===== src/rtl/pdw_pkg.sv =====
package pdw_pkg;
  typedef enum logic [2:0] {
    ST_RUN   = 3'd0,
    ST_PDOWN = 3'd1,
    ST_LATCH = 3'd2,
    ST_START = 3'd3,
    ST_IRQ   = 3'd4
  } pdw_state_t;

  localparam int unsigned NUM_PINS = 2;
endpackage


===== src/rtl/pdw_sync.sv =====
module pdw_sync #(
  parameter int unsigned STAGES  = 2,
  parameter bit          RST_VAL = 1'b1
) (
  input  logic clk,
  input  logic rst,
  input  logic d,
  output logic q
);
  logic [STAGES-1:0] sh;

  generate
    if (STAGES == 1) begin : g_one
      always_ff @(posedge clk) begin
        if (rst) sh <= RST_VAL;
        else     sh <= d;
      end
    end else begin : g_chain
      always_ff @(posedge clk) begin
        if (rst) sh <= {STAGES{RST_VAL}};
        else     sh <= {sh[STAGES-2:0], d};
      end
    end
  endgenerate

  assign q = sh[STAGES-1];
endmodule


===== src/rtl/pdw_tick_cnt.sv =====
module pdw_tick_cnt #(
  parameter int unsigned LIMIT = 10
) (
  input  logic clk,
  input  logic rst,
  input  logic run,
  input  logic tick,
  output logic done
);
  localparam int unsigned W = (LIMIT > 1) ? $clog2(LIMIT) : 1;
  localparam logic [W-1:0] LAST = W'(LIMIT - 1);

  logic [W-1:0] cnt;

  assign done = run && tick && (cnt == LAST);

  always_ff @(posedge clk) begin
    if (rst || !run)       cnt <= '0;
    else if (tick && !done) cnt <= cnt + 1'b1;
  end
endmodule


===== src/rtl/pdwake_seq.sv =====
module pdwake_seq
  import pdw_pkg::*;
#(
  parameter int unsigned LATCH_TICKS = 10,
  parameter int unsigned START_TICKS = 5000,
  parameter int unsigned SYNC_STAGES = 2,
  parameter int unsigned VEC_W       = 16,
  parameter logic [VEC_W-1:0] WAKE_VEC = 16'h007B
) (
  input  logic             clk,
  input  logic             rst,
  input  logic             tick,
  input  logic             pd_req,
  input  logic             wake_en,
  input  logic             wake_sel,
  input  logic             ext_int_n,
  input  logic             ser_rx,
  input  logic             clk_ok,
  output logic             rc_osc_en,
  output logic             main_osc_en,
  output logic             core_hold,
  output logic             wake_irq,
  output logic [VEC_W-1:0] wake_vec,
  output logic             wake_from_ser
);
  pdw_state_t state, nxt;

  logic [NUM_PINS-1:0] pins_raw, pins_s;
  logic en_q, sel_q, pin_lvl;
  logic latch_done, start_done;

  assign pins_raw = {ser_rx, ext_int_n};

  generate
    for (genvar i = 0; i < NUM_PINS; i++) begin : g_pin
      pdw_sync #(.STAGES(SYNC_STAGES), .RST_VAL(1'b1)) u_sync (
        .clk (clk),
        .rst (rst),
        .d   (pins_raw[i]),
        .q   (pins_s[i])
      );
    end
  endgenerate

  assign pin_lvl = pins_s[sel_q];

  pdw_tick_cnt #(.LIMIT(LATCH_TICKS)) u_latch_cnt (
    .clk  (clk),
    .rst  (rst),
    .run  ((state == ST_LATCH) && !pin_lvl),
    .tick (tick),
    .done (latch_done)
  );

  pdw_tick_cnt #(.LIMIT(START_TICKS)) u_start_cnt (
    .clk  (clk),
    .rst  (rst),
    .run  (state == ST_START),
    .tick (tick),
    .done (start_done)
  );

  always_comb begin
    nxt = state;
    unique case (state)
      ST_RUN:   if (pd_req) nxt = ST_PDOWN;
      ST_PDOWN: if (en_q && !pin_lvl) nxt = ST_LATCH;
      ST_LATCH: begin
        if (pin_lvl)         nxt = ST_PDOWN;
        else if (latch_done) nxt = ST_START;
      end
      ST_START: if (clk_ok || start_done) nxt = ST_IRQ;
      ST_IRQ:   nxt = ST_RUN;
      default:  nxt = ST_RUN;
    endcase
  end

  always_ff @(posedge clk) begin
    if (rst) begin
      en_q  <= 1'b0;
      sel_q <= 1'b0;
    end else if (state == ST_RUN && pd_req) begin
      en_q  <= wake_en;
      sel_q <= wake_sel;
    end
  end

  always_ff @(posedge clk) begin
    if (rst) begin
      state         <= ST_RUN;
      rc_osc_en     <= 1'b1;
      main_osc_en   <= 1'b1;
      core_hold     <= 1'b0;
      wake_irq      <= 1'b0;
      wake_vec      <= '0;
      wake_from_ser <= 1'b0;
    end else begin
      state       <= nxt;
      rc_osc_en   <= (nxt == ST_RUN) || (nxt == ST_START) || (nxt == ST_IRQ);
      main_osc_en <= (nxt != ST_PDOWN) && (nxt != ST_LATCH);
      core_hold   <= (nxt == ST_PDOWN) || (nxt == ST_LATCH) || (nxt == ST_START);
      wake_irq    <= (nxt == ST_IRQ);
      wake_vec    <= (nxt == ST_IRQ) ? WAKE_VEC : '0;
      if (state == ST_LATCH && nxt == ST_START) wake_from_ser <= sel_q;
    end
  end
endmodule


===== config.mk =====
export PLATFORM = sky130hd
export DESIGN_NAME = pdwake_seq
export DESIGN_NICKNAME = d
export VERILOG_FILES = /design/src/rtl/pdw_pkg.sv /design/src/rtl/pdw_sync.sv /design/src/rtl/pdw_tick_cnt.sv /design/src/rtl/pdwake_seq.sv
export SDC_FILE = /design/constraint.sdc
export NUM_CORES = 1
export LEC_CHECK = 0
export BUFFER_PORTS_ARGS = -buffer_cell sky130_fd_sc_hd__clkbuf_2
export CAP_MARGIN = 25
export CORE_MARGIN = 2
export CORE_UTILIZATION = 54
export DETAILED_ROUTE_END_ITERATION = 8
export PLACE_DENSITY = 0.78
export SLEW_MARGIN = 20
export SYNTH_ARGS = -nofsm -noshare
export SYNTH_HDL_FRONTEND = slang
export SYNTH_SLANG_ARGS = --single-unit

===== constraint.sdc =====
create_clock -name clk -period 2.3 [get_ports clk]
set_clock_uncertainty 0.2 [all_clocks]
set_input_delay 0.46 -clock clk [delete_from_list [all_inputs] [get_ports clk]]
set_output_delay 0.46 -clock clk [all_outputs]
set_load 0.01 [all_outputs]

---- After elaboration in Yosys (flattened, before gate mapping) ----
Index checks and enable logic that the tools add are counted.
cells by class
  $add $sub $neg .......................... 2
  $lt $le $gt $ge ......................... 1
  equality and inequality tests ........... 11
  multiplexer cells ....................... 9
  reduce and logical (&&, ||, !) cells .... 25
operator list
  kind                                                                     number
  3-bit 2-to-1 mux                                                         5
  13-bit by 1-bit adder with 13-bit output, second input constant          1
  13-bit == test, second input constant                                    1
  3-bit by 2-bit == test with 1-bit output, second input constant          4
  3-bit case mux with 4 select lines                                       1
  1-bit logical AND                                                        11
  1-bit logical OR                                                         7
  7-bit 2-to-1 mux                                                         1
  3-bit by 1-bit == test with 1-bit output, second input constant          2
  3-bit logical NOT                                                        2
  1-bit logical NOT                                                        5
  4-bit by 1-bit adder with 4-bit output, second input constant            1
  4-bit == test, second input constant                                     1
  3-bit == test, second input constant                                     1
  3-bit by 1-bit inequality test with 1-bit output, second input constant  1
  3-bit by 2-bit inequality test with 1-bit output, second input constant  1
  1-bit by 2-bit < comparator with 1-bit output, second input constant     1
  1-bit 2-to-1 mux                                                         2
storage, ports and cells
  word-level logic and storage cells ...... 61
  flip-flop bits (word level) ............. 47
  output and inout port bits .............. 21

---- Longest topological paths before layout ----
  word-level depth ........................ 12
  mapped depth ............................ 6
  depth with buffers taken out ............ 6

---- Hierarchy ----
Synthesis repeated with hierarchy kept, for this count alone.
second synthesis, totals
  cell total of the unflattened synthesis .. 171
  area, all modules ....................... 1594.0 um2
by module, submodules not included
  module                      sequential area each (um2)  instances  cells an instance  area each (um2)
  pdw_tick_cnt (u_start_cnt)  260.2                       1          72                 654.4
  pdwake_seq                  200.2                       1          66                 619.3
  pdw_tick_cnt (u_latch_cnt)  80.1                        1          25                 215.2
  pdw_sync                    40.0                        2          4                  52.6

---- Worst setup path after synthesis ----
No wires, ideal clock.
  path type ............................... register -> register
  from .................................... register u_start_cnt.cnt[4]
  to ...................................... register core_hold
  arrival ................................. 1622 ps
  library setup time ...................... 129 ps
  stages on the path, launching flop included .. 5
  path slack .............................. 348 ps
  path through ............................ dfxtp_1 -> or4b_4 -> or4_4 -> a21oi_2 -> a21oi_1
on the way
  word-level cells in the longest chain between the ends .. 8
  elaborated cells on any way between the ends .. 10
  those cells by class .................... eq/ne (4); mux (2); reduce/logical (4)
ends and longest elaborated chain
  element                                                                                                      RTL line            text
  from (decl)                                                                                                  pdw_tick_cnt.sv:13  logic [W-1:0] cnt;
  from (signal assigned)                                                                                       pdw_tick_cnt.sv:19  else if (tick && !done) cnt <= cnt + 1'b1;
  13-bit == test *                                                                                             pdw_tick_cnt.sv:15  assign done = run && tick && (cnt == LAST);
  1-bit logical AND *                                                                                          pdw_tick_cnt.sv:15
  1-bit logical OR *                                                                                           pdwake_seq.sv:72    ST_START: if (clk_ok || start_done) nxt = ST_IRQ;
  3-bit 2-to-1 mux *                                                                                           pdwake_seq.sv:72
  3-bit case mux with 4 select lines *                                                                         pdwake_seq.sv:65    unique case (state)
  3-bit by 1-bit == test with 1-bit output / 3-bit by 2-bit == test with 1-bit output (equally long branches)  pdwake_seq.sv:101   core_hold <= (nxt == ST_PDOWN) || (nxt == ST_LATCH) || (nxt == ST_START);
  1-bit logical OR                                                                                             pdwake_seq.sv:101
  1-bit logical OR *                                                                                           pdwake_seq.sv:101
  to (signal assigned)                                                                                         pdwake_seq.sv:101
  to (decl)                                                                                                    pdwake_seq.sv:21    output logic core_hold,
Mark *: on every way between the ends. The rest lies on a longest branch, timed or not.
A chain may end at the register's enable or synchronous reset.

---- Worst setup path after layout ----
  from .................................... register u_start_cnt.cnt[0]
  to ...................................... register rc_osc_en
on the way
  word-level cells in the longest chain between the ends .. 8
  elaborated cells on any way between the ends .. 10
  those cells by class .................... eq/ne (3); mux (2); reduce/logical (5)
ends and longest elaborated chain
  element                                                                               RTL line            text
  13-bit == test *                                                                      pdw_tick_cnt.sv:15
  1-bit logical AND *                                                                   pdw_tick_cnt.sv:15
  1-bit logical OR *                                                                    pdwake_seq.sv:72
  3-bit 2-to-1 mux *                                                                    pdwake_seq.sv:72
  3-bit case mux with 4 select lines *                                                  pdwake_seq.sv:65
  3-bit by 2-bit == test with 1-bit output / 3-bit logical NOT (equally long branches)  pdwake_seq.sv:99    rc_osc_en <= (nxt == ST_RUN) || (nxt == ST_START) || (nxt == ST_IRQ);
  1-bit logical OR                                                                      pdwake_seq.sv:99
  1-bit logical OR *                                                                    pdwake_seq.sv:99
  to (signal assigned)                                                                  pdwake_seq.sv:99
  to (decl)                                                                             pdwake_seq.sv:19    output logic rc_osc_en,
Marked as above.

==> results_tabular.tex <==
\begin{tabular}{lr}
\hline
Metric & Value \\
\hline
\multicolumn{2}{l}{\textbf{Outcome}} \\
Result of the run & finished, final reports clean \\
\multicolumn{2}{l}{\textbf{Synth}} \\
Post-synthesis compound-gate area fraction & 0.133 \\
Syn Std Cell Area & 1550 um\^{}2 \\
Synthesis warning total & 0 \\
Synthesized instance count & $\sim$180 \\
Share of the yosys chip area belonging to registers & 0.400 \\
Largest family of logic cells by synthesized area & simple AND/OR/NAND/NOR gates \\
Multiplexer share of the synthesized area & 0.0266 \\
Post-Synthesis Mean Instance Area & 8.87 um\^{}2 \\
Number of register bits inferred by synthesis & 31 \\
Number of distinct library cell variants in the gate-level netlist after synthesis & 40 \\
Xor and xnor fraction of the mapped netlist area & 0.0564 \\
Synthesized-area fraction occupied by and/or/nand/nor cells & 0.251 \\
Post-synthesis adder-cell area fraction & 0.0242 \\
\multicolumn{2}{l}{\textbf{STA}} \\
RSZ-0062 raised after global routing & false \\
Share of the cycle needed by the critical path after routing & 0.891 \\
Final count of negative-setup-slack endpoints & 0 \\
Worst setup slack after layout & approximately 250 ps \\
Post-layout min period & 2050 ps \\
Number of max-slew violations in the final report & 0 \\
Total count of hold-check failures in the final report & 0 \\
Slew at the pin closest to its max-slew limit & 626 ps \\
Fin Setup TNS & 0 ps \\
Peak Freq & 488 MHz \\
Slew margin rel. & 0.580 \\
\multicolumn{2}{l}{\textbf{CTS}} \\
Number of gates resized after cts & 0 \\
Later-pin clock latency in the skew report & 330 ps \\
Post-CTS setup repair buffer count & 0 \\
Number of levels in the clock H-tree & 2 \\
Number of buffers inserted for hold repair after clock tree synthesis & 0 \\
Number of buffers created by CTS & 5 \\
Clock Sinks & 31 \\
TritonCTS clock tree & yes \\
CTS Root Cell & sky130\_fd\_sc\_hd\_\_clkbuf\_4 \\
Max Buffers Root-to-Sink & 2 \\
Clock slew seen by the registers of the worst setup and hold paths & approximately 90 ps \\
\multicolumn{2}{l}{\textbf{Floorplanning}} \\
Die X & a little under 60 um \\
Total die area & roughly 3300 um\^{}2 \\
Core area & approximately 2700 um\^{}2 \\
Number of primary I/O pins & 30 \\
Starting Density & 0.568 \\
Cell row count & 19 \\
Die outline height & between 50 and 60 um \\
\multicolumn{2}{l}{\textbf{Routing}} \\
Via count normalized by instance count & roughly 5.7 \\
Remaining design rule violation count & 0 \\
DR pass1 iterations & 4 \\
Drt total wl & a little over 3000 um \\
Average wire per standard cell & around 14 um \\
Count of routing violations after the opening detailed-route iteration & 46 \\
Detailed-route via count & $\sim$1300 \\
Number of nets still failing antenna checks after routing & 0 \\
\multicolumn{2}{l}{\textbf{Global route}} \\
Maximum number of pins on one net before global-route repair & 13 \\
All-layer global routing usage & 0.206 \\
Global-route wire length before repair & roughly 5200 um \\
Antenna violations before repair & 0 \\
Via count of the first global-routing pass & about 1200 \\
Total congestion overflow after global routing & 0 \\
\multicolumn{2}{l}{\textbf{Hold path}} \\
Cell depth of the worst hold path & 2 \\
Hold path start & ser\_rx \\
Terminating pin of the worst hold path & g\_pin[1].u\_sync.sh[0] \\
Class of the most critical hold timing path & input port to flip-flop \\
\multicolumn{2}{l}{\textbf{Pwr}} \\
Worst voltage drop across the vdd grid & approximately 440 uV \\
Cell Int Power & 0.762 mW \\
Switching share of power & 0.233 \\
Logic gate share of total power & 0.077 \\
Clock power frac & 0.359 \\
Switching power of the nets & 0.231 mW \\
Pwr/cell area & approximately 600 nW/um\^{}2 \\
Relative contribution of sequential cells to total power & 0.564 \\
Leakage Power & approximately 0.62 nW \\
\multicolumn{2}{l}{\textbf{Worst setup path}} \\
Origin of the critical flop-to-flop path & u\_start\_cnt.cnt[0] \\
Kind of cell adding the most delay to the critical path & simple AND/OR/NAND/NOR gates \\
Cells traversed along the worst timing path & ha\_1, nand3\_1, or4\_4, nand2\_1, o2111ai\_1 \\
Worst path slowest cell & sky130\_fd\_sc\_hd\_\_or4\_4 \\
Crit. End Element & flip-flop \\
Arrival time at the worst endpoint & approximately 2100 ps \\
Reg2Reg Setup Slack & 250 ps \\
R2r worst-path depth & 5 \\
Delay of the slowest critical-path stage & around 640 ps \\
Highest fanout seen on the critical path & 5 \\
Crit path kind & flip-flop to flip-flop \\
Worst setup SP type & flip-flop \\
FF-to-FF End & rc\_osc\_en \\
Critical path data required time & between 2000 and 2500 ps \\
Buf/Inv on CP & 0 \\
\multicolumn{2}{l}{\textbf{Place}} \\
Detailed placement HPWL & approximately 2200 um \\
Port Buffer Count & 19 \\
Setup slack at placement & about 270 ps \\
Final weighted congestion of routability-driven global placement & 0.852 \\
\multicolumn{2}{l}{\textbf{Layout}} \\
Number of antenna cells inserted & 0 \\
Area growth syn-to-layout & 6.69\% \\
\# fillers & 230 \\
Fraction of final layout cells with drive strength greater than 1 & 0.203 \\
Post-layout nets & just over 200 \\
\multicolumn{2}{l}{\textbf{Run}} \\
Count of maximum capacitance violations & 0 \\
\hline
\end{tabular}
cells in the final DEF, fill, tap and decap left out, drive strengths merged, types with 2 or more instances in the layout:
cell     instances
dfxtp           31
clkbuf          27
nor2            19
nand2           14
conb            10
a21oi           10
xnor2            7
inv              5
or2              5
nor3             5
o2111ai          5
nor4             5
nand2b           4
nand3b           4
nand3            4
nand4            4
o21ai            4
mux2i            3
a211oi           3
xor2             3
ha               3
or3              2
a2111o           2
buf              2
or4b             2
stage by stage:
stage | std cells | hold WS [ps] | utilization | power, mW | instance area (um^2)
5_1_grt | 223 | 104 | 0.606 | 1.04 | 1660
4_1_cts | 223 | 91.9 | 0.606 | 1.00 | 1660
3_5_place_dp | 215 | 199 | 0.581 | 0.648 | 1590
6_report | 223 | 101 | 0.606 | 0.993 | 1660
3_3_place_gp | 215 | 191 | 0.581 | 0.644 | 1590
2_1_floorplan | 184 | 189 | - | 0.636 | 1590
sequential cells by signal, indices dropped and copies added (netlist names), 3 cells and up:
signal and flops:
state 3, u_start_cnt.cnt 13, u_latch_cnt.cnt 4, g_pin.u_sync.sh 4
worst register-to-register path, cell delays in order (launching register included):
cell and delay, ps:
sky130_fd_sc_hd__dfxtp_1 390, sky130_fd_sc_hd__ha_1 210, sky130_fd_sc_hd__nand3_1 230, sky130_fd_sc_hd__or4_4 640, sky130_fd_sc_hd__nand2_1 120, sky130_fd_sc_hd__o2111ai_1 120
kinds of logic (layout without fill, tap and decap cells):
logic type      after synthesis  count (layout)
compound gates               29              29
xor+xnor                     10              10
fa+ha+maj                     3               3
buf+inv                      26              34
flops                        31              31
mux                           4               4
other cells                   1              10
simple gates                 71              71
synthesized netlist by cell type:
cell,count,area share
sky130_fd_sc_hd__mux2_2,1,0.0073
sky130_fd_sc_hd__nor4_1,4,0.016
sky130_fd_sc_hd__or2_2,5,0.020
sky130_fd_sc_hd__nand3_1,4,0.013
sky130_fd_sc_hd__or2b_2,1,0.0056
sky130_fd_sc_hd__o211ai_1,1,0.0048
sky130_fd_sc_hd__nand2_1,14,0.034
sky130_fd_sc_hd__and3_1,1,0.0040
sky130_fd_sc_hd__a2111o_1,2,0.015
sky130_fd_sc_hd__a21oi_1,9,0.029
sky130_fd_sc_hd__xor2_1,3,0.017
sky130_fd_sc_hd__nor3_1,5,0.016
sky130_fd_sc_hd__mux2i_1,3,0.019
sky130_fd_sc_hd__ha_1,3,0.024
sky130_fd_sc_hd__inv_1,5,0.012
sky130_fd_sc_hd__conb_1,1,0.0024
sky130_fd_sc_hd__a211oi_1,3,0.015
sky130_fd_sc_hd__o41a_1,1,0.0073
sky130_fd_sc_hd__o31ai_1,1,0.0048
sky130_fd_sc_hd__or4b_4,1,0.0089
sky130_fd_sc_hd__buf_6,1,0.0073
sky130_fd_sc_hd__or4b_1,1,0.0064
sky130_fd_sc_hd__dfxtp_1,31,0.40
sky130_fd_sc_hd__buf_4,16,0.077
sky130_fd_sc_hd__nand4_1,4,0.016
sky130_fd_sc_hd__o2111ai_1,5,0.028
sky130_fd_sc_hd__a21oi_2,1,0.0056
sky130_fd_sc_hd__clkbuf_1,3,0.0073
sky130_fd_sc_hd__nor2_1,19,0.046
sky130_fd_sc_hd__nand2b_1,4,0.016
sky130_fd_sc_hd__or4_4,1,0.0073
sky130_fd_sc_hd__xnor2_1,7,0.039
sky130_fd_sc_hd__or3_1,2,0.0081
sky130_fd_sc_hd__a21o_1,1,0.0048
sky130_fd_sc_hd__nor4_4,1,0.014
sky130_fd_sc_hd__o21ai_1,2,0.0064
sky130_fd_sc_hd__buf_2,1,0.0032
sky130_fd_sc_hd__a41o_1,1,0.0064
sky130_fd_sc_hd__o21ai_0,2,0.0064
sky130_fd_sc_hd__nand3b_1,4,0.019
routing by layer:
metal	wire, um	vias up	track usage	share of wire
met1	1310	581	0.248	0.43
met5	0	-	0	0
met2	1470	62	0.331	0.49
met3	208	4	0.0603	0.069
li1	-	628	-	-
met4	44	0	0.113	0.014
how the worst max path moves through the flow:
stage	from	endpoint	slack, ps	cells after the start
3_3_place_gp	u_start_cnt.cnt[4]	rc_osc_en	310	4
6_report	u_start_cnt.cnt[0]	rc_osc_en	250	5
4_1_cts	u_start_cnt.cnt[4]	rc_osc_en	260	4
2_1_floorplan	u_start_cnt.cnt[4]	core_hold	350	4
3_5_place_dp	u_start_cnt.cnt[4]	rc_osc_en	270	4
5_1_grt	u_start_cnt.cnt[0]	rc_osc_en	130	5
cell type report:
cell class | count | area [um^2] | share of cell area
Timing Repair Buffer | 21 | 110 | 0.0665
Inverter | 5 | 18.8 | 0.0113
Clock buffer | 8 | 68.8 | 0.0415
Sequential cell | 31 | 621 | 0.375
Tap cell | 31 | 38.8 | 0.0234
Multi-Input combinational cell | 127 | 800 | 0.483
power groups by stage:
stage / Sequential, mW / Clock [mW] / Combinational (mW)
finish: 0.560 / 0.357 / 0.0761
global route: 0.562 / 0.388 / 0.0862
CTS: 0.560 / 0.365 / 0.0754
detailed placement: 0.573 / 0 / 0.0752
global placement: 0.572 / 0 / 0.0721
floorplan: 0.574 / 0 / 0.0618
No activity file was read; power rests on OpenSTA's default activity.
